===== src/rtl/drq_pkg.sv =====
package drq_pkg;
    localparam int CSR_W     = 5;
    localparam int N_SIDE    = 2;
    localparam int SIDE_PRI  = 0;
    localparam int SIDE_SEC  = 1;
    localparam int B_PSHORT  = 0;
    localparam int B_SSHORT  = 1;
    localparam int B_SERR_EN = 2;
    localparam int B_TMO     = 3;
    localparam int B_DISC    = 4;

    // packed so that field positions match the bit layout above
    typedef struct packed {
        logic              disc_stat;
        logic              tmo_stat;
        logic              serr_en;
        logic [N_SIDE-1:0] short_sel;
    } csr_t;
endpackage


===== src/rtl/drq_side_timer.sv =====
module drq_side_timer #(
    parameter int LONG_LOG2  = 15,
    parameter int SHORT_LOG2 = 10
) (
    input  logic clk,
    input  logic rst_n,
    input  logic head_vld,
    input  logic repeat_seen,
    input  logic short_sel,
    output logic hit,
    output logic discard
);
    localparam int CNT_W = LONG_LOG2;
    localparam logic [CNT_W-1:0] LONG_LAST  = {CNT_W{1'b1}};
    localparam logic [CNT_W-1:0] SHORT_LAST = CNT_W'((1 << SHORT_LOG2) - 1);

    typedef struct packed {
        logic [CNT_W-1:0] cnt;
        logic             served;
        logic             discard;
    } st_t;

    st_t st_d, st_q;
    logic [CNT_W-1:0] last_cnt;

    always_comb begin
        last_cnt     = short_sel ? SHORT_LAST : LONG_LAST;
        hit          = 1'b0;
        st_d         = st_q;
        st_d.discard = 1'b0;
        if (!head_vld) begin
            st_d.cnt    = '0;
            st_d.served = 1'b0;
        end else if (repeat_seen) begin
            st_d.cnt    = '0;
            st_d.served = 1'b1;
        end else if (!st_q.served) begin
            if (st_q.cnt >= last_cnt) begin
                hit      = 1'b1;
                st_d.cnt = '0;
            end else begin
                st_d.cnt = st_q.cnt + CNT_W'(1);
            end
        end
        if (hit) st_d.discard = 1'b1;
    end

    always_ff @(posedge clk or negedge rst_n) begin
        if (!rst_n) st_q <= '0;
        else        st_q <= st_d;
    end

    assign discard = st_q.discard;
endmodule


===== src/rtl/drq_csr.sv =====
module drq_csr
    import drq_pkg::*;
(
    input  logic             clk,
    input  logic             rst_n,
    input  logic             wr_en,
    input  logic [CSR_W-1:0] wdata,
    input  logic             expire_any,
    output csr_t             csr
);
    csr_t csr_d, csr_q;

    always_comb begin
        csr_d = csr_q;
        if (wr_en) begin
            csr_d.short_sel = wdata[B_SSHORT:B_PSHORT];
            csr_d.serr_en   = wdata[B_SERR_EN];
            if (wdata[B_TMO])  csr_d.tmo_stat  = 1'b0;
            if (wdata[B_DISC]) csr_d.disc_stat = 1'b0;
        end
        // hardware set is applied last so it wins over a clear
        if (expire_any) begin
            csr_d.tmo_stat  = 1'b1;
            csr_d.disc_stat = 1'b1;
        end
    end

    always_ff @(posedge clk or negedge rst_n) begin
        if (!rst_n) csr_q <= '0;
        else        csr_q <= csr_d;
    end

    assign csr = csr_q;
endmodule


===== src/rtl/drq_discard_timers.sv =====
module drq_discard_timers
    import drq_pkg::*;
#(
    parameter int LONG_LOG2  = 15,
    parameter int SHORT_LOG2 = 10
) (
    input  logic             clk,
    input  logic             rst_n,
    input  logic             csr_wr_en,
    input  logic [CSR_W-1:0] csr_wdata,
    output logic [CSR_W-1:0] csr_rdata,
    input  logic             pri_head_vld,
    input  logic             pri_repeat_seen,
    input  logic             sec_head_vld,
    input  logic             sec_repeat_seen,
    output logic             pri_discard,
    output logic             sec_discard,
    output logic             serr_n
);
    typedef struct packed {
        logic serr_n;
    } top_t;

    logic [N_SIDE-1:0] head_vld, repeat_seen, hit, discard;
    csr_t csr;
    top_t top_d, top_q;
    logic expire_any;

    assign head_vld[SIDE_PRI]    = pri_head_vld;
    assign head_vld[SIDE_SEC]    = sec_head_vld;
    assign repeat_seen[SIDE_PRI] = pri_repeat_seen;
    assign repeat_seen[SIDE_SEC] = sec_repeat_seen;

    for (genvar g = 0; g < N_SIDE; g++) begin : g_side
        drq_side_timer #(
            .LONG_LOG2 (LONG_LOG2),
            .SHORT_LOG2(SHORT_LOG2)
        ) u_timer (
            .clk        (clk),
            .rst_n      (rst_n),
            .head_vld   (head_vld[g]),
            .repeat_seen(repeat_seen[g]),
            .short_sel  (csr.short_sel[g]),
            .hit        (hit[g]),
            .discard    (discard[g])
        );
    end

    assign expire_any = |hit;

    drq_csr u_csr (
        .clk       (clk),
        .rst_n     (rst_n),
        .wr_en     (csr_wr_en),
        .wdata     (csr_wdata),
        .expire_any(expire_any),
        .csr       (csr)
    );

    always_comb begin
        top_d        = top_q;
        top_d.serr_n = !(expire_any && csr.serr_en);
    end

    always_ff @(posedge clk or negedge rst_n) begin
        if (!rst_n) top_q <= '{serr_n: 1'b1};
        else        top_q <= top_d;
    end

    assign csr_rdata   = csr;
    assign pri_discard = discard[SIDE_PRI];
    assign sec_discard = discard[SIDE_SEC];
    assign serr_n      = top_q.serr_n;
endmodule


===== config.mk =====
export PLATFORM = sky130hd
export DESIGN_NAME = drq_discard_timers
export DESIGN_NICKNAME = d
export VERILOG_FILES = /design/src/rtl/drq_pkg.sv /design/src/rtl/drq_side_timer.sv /design/src/rtl/drq_csr.sv /design/src/rtl/drq_discard_timers.sv
export SDC_FILE = /design/constraint.sdc
export NUM_CORES = 1
export LEC_CHECK = 0
export CAP_MARGIN = 40
export CORE_MARGIN = 2
export CORE_UTILIZATION = 48
export DETAILED_ROUTE_END_ITERATION = 8
export GPL_TIMING_DRIVEN = 0
export HOLD_SLACK_MARGIN = 0.1
export PLACE_DENSITY_LB_ADDON = 0.3
export SYNTH_ARGS = -nofsm -noshare
export SYNTH_HDL_FRONTEND = slang
export SYNTH_SLANG_ARGS = --single-unit

===== constraint.sdc =====
create_clock -name clk -period 2.2 [get_ports clk]
set_input_delay 0.44 -clock clk [delete_from_list [all_inputs] [get_ports clk]]
set_output_delay 0.44 -clock clk [all_outputs]
set_load 0.01 [all_outputs]

### Word level (Yosys, flattened, before mapping)

Index checks and enable logic that the tools add are counted.

* add/subtract/negate cells: 2
* $lt $le $gt $ge: 2
* eq/ne operators: 4
* mux-type cells: 26
* reduce and logical (&&, ||, !) cells: 8

Operator list (count)
* 15-bit 2-to-1 mux: 8
* 16-bit 2-to-1 mux: 2
* 15-bit by 1-bit adder with 15-bit output, second input constant: 2
* 15-bit >= comparator: 2
* 1-bit 2-to-1 mux: 14
* 3-bit inequality test, second input constant: 2
* 2-bit nonzero test: 3
* 5-bit 2-to-1 mux: 1
* 2-bit by 1-bit inequality test with 1-bit output, second input constant: 2
* 2-bit AND reduction: 2
* 2-bit 2-to-1 mux: 1
* 2-bit OR reduction: 1
* 1-bit logical AND: 1
* 1-bit logical NOT: 1

* flip-flop bits (word level): 40
* output and inout port bits: 8

### Logic depth before layout (Yosys ltp)

Gate-level depths: netlist of run 1.

* word-level depth: 9
* depth in mapped cells: 8

### Modules after synthesis

A second synthesis of run 1 with hierarchy kept.

* cell total of the unflattened synthesis: 241
* area total of the unflattened synthesis: 2411.1 um^2

By module, submodules not included
* drq_side_timer: instances 2, cells each 113, area each 1096.1 um^2
* drq_csr: instances 1, cells each 12, area each 181.4 um^2
* drq_discard_timers: instances 1, cells each 3, area each 37.5 um^2

### Worst setup path after synthesis of run 1

No wires, ideal clock.

* path kind: flip-flop to flip-flop
* from: register u_csr.csr_q (netlist bit u_csr.csr[1])
* to: register g_side[1].u_timer.st_q[2] (netlist bit)
* setup time: 0.125 ns
* arrival time: 1.794 ns
* data required time: 2.075 ns
* path slack: 0.281 ns
* stages on the path, launching flop included: 7
* period minus slack after synthesis: 1.919 ns
* cell sequence: dfrtp_1 ha_1 nand4_1 nor3_1 a211oi_4 buf_6 mux2_2

* longest elaborated chain between the ends: 6

RTL lines
* from (decl): RTL line drq_csr.sv:11 `csr_t csr_d, csr_q;`
* from (signal assigned): RTL line drq_csr.sv:30 `else csr_q <= csr_d;`
* 15-bit 2-to-1 mux: RTL line drq_side_timer.sv:27 `last_cnt = short_sel ? SHORT_LAST : LONG_LAST;`
* 15-bit >= comparator: RTL line drq_side_timer.sv:38 `if (st_q.cnt >= last_cnt) begin`
* 15-bit 2-to-1 mux: RTL line drq_side_timer.sv:38
* 15-bit 2-to-1 mux: RTL line drq_side_timer.sv:37 `end else if (!st_q.served) begin`
* 15-bit 2-to-1 mux: RTL line drq_side_timer.sv:34 `end else if (repeat_seen) begin`
* 16-bit 2-to-1 mux: RTL line drq_side_timer.sv:31 `if (!head_vld) begin`
* to (signal assigned): RTL line drq_side_timer.sv:50 `else st_q <= st_d;`
* to (decl): RTL line drq_side_timer.sv:23 `st_t st_d, st_q;`

Every way passes these cells. The select of a mux whose other input is x is not followed.
A chain may end at the register's enable or synchronous reset.

### Worst setup path after layout of run 1

* from: register u_csr.csr_q (netlist bit u_csr.csr[1])
* to: register g_side[1].u_timer.st_q[15] (netlist bit)

Same word-level chain as after synthesis.

==> results.json, run 1 <==
{
  "tightest_slew_ns": 0.615,
  "holdCritPathClass": "in -> async",
  "start_util_pct": 49.5,
  "power_density_nw_per_um2": 519,
  "async_flop_share_pct": 100,
  "synth_edf_count": 0,
  "path_clk_slew_ns": 0.08,
  "critPathLaunchType": "flip-flop",
  "num_rows": 25,
  "nNetsFinal": 296,
  "grt_overflow_total": 0,
  "setup_viol": 0,
  "hold_viol": 0,
  "numCtsBuffers": 5,
  "syn_nets": 266,
  "grt_pass1_wl_mm": 8.27,
  "vias_per_cell": 5.95,
  "die_w_um": 73.6,
  "period_minus_slack_ns": 2.10,
  "cts_buffer_depth": 2,
  "grt_pass1_vias": 1788,
  "synth.area.top_cells": "dfrtp_1, ha_1, a31oi_1, nand3_1, nand4_1",
  "insertion_delay_ns": 0.30,
  "syn_area_per_cell_um2": 9.60,
  "max_slew_margin_pct": 58.9,
  "vias": 1945,
  "synth.most_common_cell": "dfrtp_1",
  "dp.cells": 316,
  "fmaxAchievable_mhz": 477,
  "met3_usage_pct": 5.08,
  "crit_path_end_kind": "flip-flop",
  "die-area_um2": 5410,
  "root_buffer": "clkbuf_8",
  "place_congestion": 0.793,
  "fin_crit_sh_pct": 95.3,
  "max-vdd-ir-drop_uv": 439,
  "ys.flop_type": "dfrtp_1",
  "power_mw": 1.43,
  "cp_data_required_time_ns": 2.36,
  "port-buffer-count": 19,
  "ctsHoldBuffers": 0,
  "final_antenna_net_count": 0,
  "critPathKind": "reg -> reg",
  "wl_mm": 4.90,
  "synth_area_leader_cell": "dfrtp_1",
  "synth_cells": 242,
  "yosys-top-cells-count": "dfrtp_1, nand2_1, a31oi_1",
  "die_h_um": 73.6,
  "cts_tree": "yes",
  "syn_to_final_growth_pct": 18.3,
  "io_pins": 20,
  "slew_viol_final": 0,
  "hpwlAfterDp_mm": 3.39,
  "avgRoutedWirePerCell_um": 15.0,
  "skew_ns": 0.00549,
  "cp_max_fo": 7,
  "n_antenna_cell": 0,
  "drt-pass1-iter-count": 4,
  "drc": 0,
  "ys_warn_count": 0,
  "use_met1_pct": 29.1,
  "drive_above_1_share_pct": 13.2,
  "tns_ns": 0,
  "run_status": "finished, final reports clean",
  "nFillCells": 388,
  "p_leak_nw": 1.18,
  "synth_cell_types": 44,
  "core_um2": 4690,
  "clock_sinks": 40,
  "synth_seq_cells": 40,
  "seq_area_frac_synth_pct": 43.1,
  "crit_arrival_ns": 2.26,
  "use_met2_pct": 28.2,
  "synth_top_area_share_pct": 42.0,
  "cts_htree_levels": 2,
  "grt-busiest-layer": "met1",
  "max_cap_violations": 0,
  "drtIter0Drc": 156,
  "layout.cells.non_filler": 327,
  "netlist_area_um2": 2320,
  "track_usage_pct": 19.9,
  "antenna_found_initial": 0,
  "grt_max_degree": 23
}
-- kinds of logic after synthesis --
group                    share of synthesized area (%)
AO/OA/AOI/OAI                                     17.4
adder cells (fa/ha/maj)                           6.46
buffers and inverters                             5.06
flip-flops                                        43.1
multiplexers                                      4.52
AND/OR/NAND/NOR                                   23.4
-- area by class of cell --
| cell class | instances | area (um2) | area share [%] |
|---|---|---|---|
| Inverter | 6 | 22.5 | 0.820 |
| Clock buffer | 8 | 90.1 | 3.28 |
| Sequential cell | 40 | 1000 | 36.5 |
| Timing Repair Buffer | 23 | 235 | 8.56 |
| Buffer | 14 | 101 | 3.69 |
| Multi-Input combinational cell | 182 | 1230 | 44.7 |
| Tap cell | 54 | 67.6 | 2.46 |
-- power by group --
group          total [mW]  leakage, nW  switching, mW  internal, mW
combinational       0.151        0.592         0.0765        0.0747
sequential          0.764        0.543         0.0163         0.748
clock               0.512       0.0455          0.256         0.256
total                1.43         1.18          0.348          1.08
-- critical path: stages (launching register included) --
cell and delay (ns):
dfrtp_1 0.46, ha_1 0.35, nand4_1 0.21, o221ai_2 0.29, a211oi_4 0.07, buf_4 0.20, buf_4 0.14, a41oi_1 0.20
a31oi_1 0.06
-- timing repair --
item                       in CTS  in global routing
setup endpoints to repair       0                 25
resized for setup               0                  9
setup buffers                   0                  3
-- cell usage in the layout (no fill, tap or decap), types with 9 or more instances in the layout --
master,n
dfrtp_1,38
nand2_1,24
a31oi_1,23
nand3_1,20
clkdlybuf4s50_1,18
nand4_1,15
a21oi_1,15
ha_1,12
nor2_1,9
-- final timing paths --
| kind | startpoint | to | slack [ns] | cells after the start |
|---|---|---|---|---|
| worst max-delay path | u_csr.csr[1] | g_side[1].u_timer.st_q[15] | 0.10 | 8 |
| worst min-delay path | rst_n | g_side[0].u_timer.st_q[3] | 0.09 | 1 |
| worst max register to register | u_csr.csr[1] | g_side[1].u_timer.st_q[15] | 0.10 | 8 |
| worst min register to register | u_csr.csr[2] | serr_n | 0.44 | 1 |
| max in group asynchronous | rst_n | g_side[1].u_timer.st_q[12] | 1.65 | 2 |
| min in group clk | u_csr.csr[2] | serr_n | 0.44 | 1 |
-- through the flow --
step	area (um2)	util (%)	setup slack, ns	hold slack, ns
final	2750	58.6	0.104	0.0879
after global routing	2750	58.6	-0.0134	0.130
after CTS	2690	57.4	0.0605	0.100
after detailed placement	2600	55.5	-0.210	0.421
after global placement	2580	55.0	-0.368	0.419
after floorplan	2320	-	0.281	0.144
-- layer usage --
| metal | share of wire (%) | vias to the layer above |
|---|---|---|
| li1 | - | 980 |
| met1 | 51 | 917 |
| met2 | 43 | 41 |
| met3 | 4.5 | 7 |
| met4 | 1.7 | 0 |
| met5 | 0 | - |
-- registers in the layout, summed over array words and instances (netlist names) --
| signal | cells |
|---|---|
| g_side.u_timer.st_q | 32 |
| u_csr.csr | 5 |
| g_side.u_timer.discard | 2 |
| serr_n | 1 |
No activity file was read; power rests on OpenSTA's default activity.
==> run 2, diff against run 1 <==
--- a/config.mk
+++ b/config.mk
@@ -8,6 +8,7 @@
 export CAP_MARGIN = 40
 export CORE_MARGIN = 2
 export CORE_UTILIZATION = 48
+export CTS_BUF_LIST = sky130_fd_sc_hd__clkbuf_8
 export DETAILED_ROUTE_END_ITERATION = 8
 export GPL_TIMING_DRIVEN = 0
 export HOLD_SLACK_MARGIN = 0.1
==> results.json, run 2 (synthesized netlist as in run 1, its figures left out) <==
{
  "r2r_slack_ns": 0.10,
  "grt_max_degree": 23,
  "crit_family": "compound AO/OA/AOI/OAI gates",
  "io_pins": 20,
  "cts_buffer_depth": 2,
  "holdCritPathClass": "in -> async",
  "cp_num_cells": 8,
  "vias_per_cell": 5.93,
  "largest-register": "g_side.u_timer.st_q",
  "utilization_pct": 58.6,
  "nFillCells": 388,
  "nNetsFinal": 296,
  "crit_buf_inv": 2,
  "vias": 1938,
  "power_mw": 1.42,
  "hpwlAfterDp_mm": 3.39,
  "period_minus_slack_ns": 2.10,
  "drtIter0Drc": 143,
  "fmaxAchievable_mhz": 477,
  "grt_pass1_vias": 1788,
  "skew_ns": 0.00490,
  "placed_area_um2": 2600,
  "hold_viol": 0,
  "critPathLaunchType": "flip-flop",
  "crit_arrival_ns": 2.26,
  "p_leak_nw": 1.19,
  "num_rows": 25,
  "crit_path_end_kind": "flip-flop",
  "max-vdd-ir-drop_uv": 439,
  "hold_ws_ns": 0.0885,
  "cp_data_required_time_ns": 2.36,
  "final_cell_area_um2": 2750,
  "path_cells": "ha_1, nand4_1, o221ai_2, a211oi_4, buf_4, buf_4, a41oi_1, a31oi_1",
  "final_antenna_net_count": 0,
  "slowest_delay_ns": 0.46,
  "run_status": "finished, final reports clean",
  "r2r_start": "u_csr.csr[1]",
  "tightest_slew_ns": 0.614,
  "drc": 0,
  "rr_worst_depth": 8,
  "layout.cells.non_filler": 327,
  "r2r-end": "g_side[1].u_timer.st_q[15]",
  "wl_mm": 4.88,
  "root_buffer": "clkbuf_8",
  "grt_overflow_total": 0,
  "dp_slack_ns": -0.210,
  "drive_above_1_share_pct": 13.2,
  "slowest_stage": "dfrtp_1",
  "ctsHoldBuffers": 0,
  "layout_commonest_cell": "dfrtp_1",
  "max_slew_margin_pct": 58.9,
  "place_congestion": 0.793,
  "max_cap_violations": 0,
  "power_density_nw_per_um2": 516,
  "critPathKind": "reg -> reg",
  "grt_pass1_wl_mm": 8.27,
  "final_cell_mix": "dfrtp_1, nand2_1, a31oi_1",
  "track_usage_pct": 19.9,
  "insertion_delay_ns": 0.30,
  "dp.cells": 316,
  "setup_slack_ns": 0.103,
  "slew_viol_final": 0,
  "tns_ns": 0,
  "cp_max_fo": 7,
  "start_util_pct": 49.5,
  "path_clk_slew_ns": 0.08,
  "avgRoutedWirePerCell_um": 14.9,
  "largest_reg_flops": 32,
  "port-buffer-count": 19,
  "cts_tree": "yes",
  "syn_to_final_growth_pct": 18.3,
  "n_antenna_cell": 0,
  "numCtsBuffers": 5,
  "die_h_um": 73.6,
  "antenna_found_initial": 0,
  "fin_crit_sh_pct": 95.3,
  "cts_htree_levels": 2,
  "setup_viol": 0,
  "core_um2": 4690,
  "drt-pass1-iter-count": 4,
  "crit_path_frequent_cell": "buf_4",
  "die-area_um2": 5410,
  "die_w_um": 73.6,
  "clock_sinks": 40
}
run 2: cell count changes in the layout (fill, tap and decap cells not counted), sizes merged:
cell and delta:
clkbuf -2, inv +2
run 2: how the worst max path moves through the flow:
| stage | from | end | slack [ns] |
|---|---|---|---|
| global placement | rst_n | g_side[0].u_timer.st_q[4] | -0.37 |
| CTS | u_csr.csr[1] | g_side[1].u_timer.st_q[2] | 0.06 |
| global route | u_csr.csr[1] | g_side[1].u_timer.st_q[6] | -0.01 |
| finish | u_csr.csr[1] | g_side[1].u_timer.st_q[15] | 0.10 |
| detailed placement | sec_head_vld | g_side[1].u_timer.st_q[9] | -0.21 |
| floorplan | u_csr.csr[1] | g_side[1].u_timer.st_q[2] | 0.28 |
run 2: worst register-to-register path, stage by stage (launching register included):
cell and delay [ns]:
dfrtp_1 0.46, ha_1 0.35, nand4_1 0.21, o221ai_2 0.29, a211oi_4 0.07, buf_4 0.20, buf_4 0.14, a41oi_1 0.20
a31oi_1 0.06
run 2: layout make-up:
cell class	count	area (um2)	area share (%)
Sequential cell	40	1000	36.5
Clock inverter	2	7.51	0.273
Tap cell	54	67.6	2.46
Clock buffer	6	82.6	3.01
Inverter	6	22.5	0.820
Buffer	14	101	3.69
Timing Repair Buffer	23	235	8.56
Multi-Input combinational cell	182	1230	44.7
run 2: where the power goes:
part	switching, mW	internal (mW)
Combinational	0.0764	0.0747
Sequential	0.0163	0.748
Clock	0.255	0.247
Total	0.348	1.07
run 2: what timing repair did:
item	4_1_cts	5_1_grt
buffers inserted	0	3
gates resized for setup	0	9
setup endpoints to repair	0	25
run 2: per-layer routing:
layer	share of wire, %	track usage [%]
met5	0	0
met4	1.7	7.88
met1	50	29.1
met2	44	28.2
met3	4.7	5.08
==> run 3, diff against run 2 <==
--- a/config.mk
+++ b/config.mk
@@ -10,9 +10,9 @@
 export CORE_UTILIZATION = 48
 export CTS_BUF_LIST = sky130_fd_sc_hd__clkbuf_8
 export DETAILED_ROUTE_END_ITERATION = 8
-export GPL_TIMING_DRIVEN = 0
 export HOLD_SLACK_MARGIN = 0.1
 export PLACE_DENSITY_LB_ADDON = 0.3
+export SLEW_MARGIN = 20
 export SYNTH_ARGS = -nofsm -noshare
 export SYNTH_HDL_FRONTEND = slang
 export SYNTH_SLANG_ARGS = --single-unit
==> results.json, run 3 (synthesized netlist as in run 1, its figures left out) <==
{
  "run_status": "finished, final reports clean",
  "critPathLaunchType": "flip-flop",
  "crit_family": "compound AO/OA/AOI/OAI gates",
  "core_um2": 4690,
  "max_cap_violations": 0,
  "period_minus_slack_ns": 2.07,
  "tns_ns": 0,
  "skew_ns": 0.00474,
  "grt_pass1_wl_mm": 8.22,
  "power_density_nw_per_um2": 506,
  "nNetsFinal": 293,
  "n_antenna_cell": 0,
  "die-area_um2": 5410,
  "hold_viol": 0,
  "final_antenna_net_count": 0,
  "slew_viol_final": 0,
  "rsz0062_at_grt": "no",
  "crit_path_end_kind": "flip-flop",
  "numCtsBuffers": 5,
  "critPathKind": "reg -> reg",
  "holdCritPathClass": "in -> async",
  "drtIter0Drc": 175,
  "nFillCells": 425,
  "place_congestion": 0.807,
  "fin_crit_sh_pct": 93.9,
  "track_usage_pct": 19.5,
  "antenna_found_initial": 0,
  "root_buffer": "clkbuf_8",
  "drive_above_1_share_pct": 13.3,
  "vias_per_cell": 6.07,
  "cts_buffer_depth": 2,
  "p_leak_nw": 1.17,
  "max-vdd-ir-drop_uv": 438,
  "hpwlAfterDp_mm": 3.33,
  "crit_buf_inv": 3,
  "path_clk_slew_ns": 0.07,
  "layout_commonest_cell": "dfrtp_1",
  "avgRoutedWirePerCell_um": 14.7,
  "dp.cells": 316,
  "die_h_um": 73.6,
  "cts_htree_levels": 2,
  "path_cells": "ha_1, nand4_1, nor3_1, buf_4, a211oi_4, buf_12, buf_4, nand2b_1, a31oi_1",
  "crit_arrival_ns": 2.26,
  "fmaxAchievable_mhz": 484,
  "num_rows": 25,
  "tightest_slew_ns": 0.514,
  "drc": 0,
  "largest_reg_flops": 32,
  "syn_to_final_growth_pct": 16.8,
  "port-buffer-count": 19,
  "grt_overflow_total": 0,
  "final_cell_mix": "dfrtp_1, nand2_1, a31oi_1",
  "cp_data_required_time_ns": 2.40,
  "cp_max_fo": 14,
  "io_pins": 20,
  "insertion_delay_ns": 0.29,
  "setup.worst_path.start": "u_csr.csr[1]",
  "grt_max_degree": 41,
  "max_slew_margin_pct": 65.7,
  "wl_mm": 4.77,
  "slowest_delay_ns": 0.46,
  "drt-pass1-iter-count": 4,
  "start_util_pct": 49.5,
  "crit_path_frequent_cell": "buf_4",
  "clock_sinks": 40,
  "setup_viol": 0,
  "cts_tree": "yes",
  "vias": 1968,
  "die_w_um": 73.6,
  "grt_pass1_vias": 1758,
  "largest-register": "g_side.u_timer.st_q",
  "r2r_start": "u_csr.csr[1]",
  "layout.cells.non_filler": 324,
  "slowest_stage": "dfrtp_2"
}
[run 3: cell count changes in the layout (fill, tap and decap cells not counted), sizes merged]
cell    before  now
clkbuf      11    5
buf         14   16
clkinv       0    1
[run 3: cell type report]
type | count | area (um2) | share of cell area [%]
multi-input combinational | 182 | 1220 | 44.8
sequential | 40 | 1000 | 37.0
timing repair buffer | 34 | 323 | 11.9
clock buffer | 5 | 68.8 | 2.54
tap | 54 | 67.6 | 2.49
inverter | 6 | 22.5 | 0.830
clock inverter | 3 | 12.5 | 0.461
[run 3: power breakdown]
part           internal (mW)  switching [mW]  leakage (nW)  total [mW]
combinational         0.0720          0.0730         0.572       0.145
sequential             0.748          0.0165         0.543       0.764
clock                  0.213           0.250        0.0505       0.463
total                   1.03           0.340          1.17        1.37
[run 3: through the flow]
stage / hold WS (ns) / setup slack (ns) / power (mW) / util, % / cell area (um2)
detailed placement: 0.413 / -0.0623 / 0.923 / 55.8 / 2620
CTS: 0.212 / 0.0952 / 1.39 / 57.5 / 2700
finish: 0.197 / 0.133 / 1.37 / 57.8 / 2710
global placement: 0.416 / 0.0384 / 0.918 / 55.8 / 2620
global route: 0.238 / 0.0000948 / 1.44 / 57.8 / 2710
floorplan: 0.144 / 0.281 / 0.850 / - / 2320
[run 3: worst paths after layout]
check                                             to  slack (ns)  cells past startpoint
max                        g_side[1].u_timer.st_q[4]        0.13                      9
min                        g_side[1].u_timer.st_q[3]        0.20                      2
max reg2reg                g_side[1].u_timer.st_q[4]        0.13                      9
max in group asynchronous               u_csr.csr[1]        1.63                      2
min in group clk                              serr_n        0.43                      1
min reg2reg                                   serr_n        0.43                      1
[run 3: metal layers]
metal	part of all wire, %	wire length, um	up-vias	track usage, %
met3	5.9	283	5	5.90
met5	0	0	-	0
met4	1.4	65	0	6.26
met1	47	2230	945	28.4
li1	-	-	968	-
met2	46	2190	50	27.9
[run 3: repair_timing]
action,CTS,global route
setup buffers,0,0
setup endpoints to repair,0,5
hold buffers,0,0
gates resized for setup,0,3
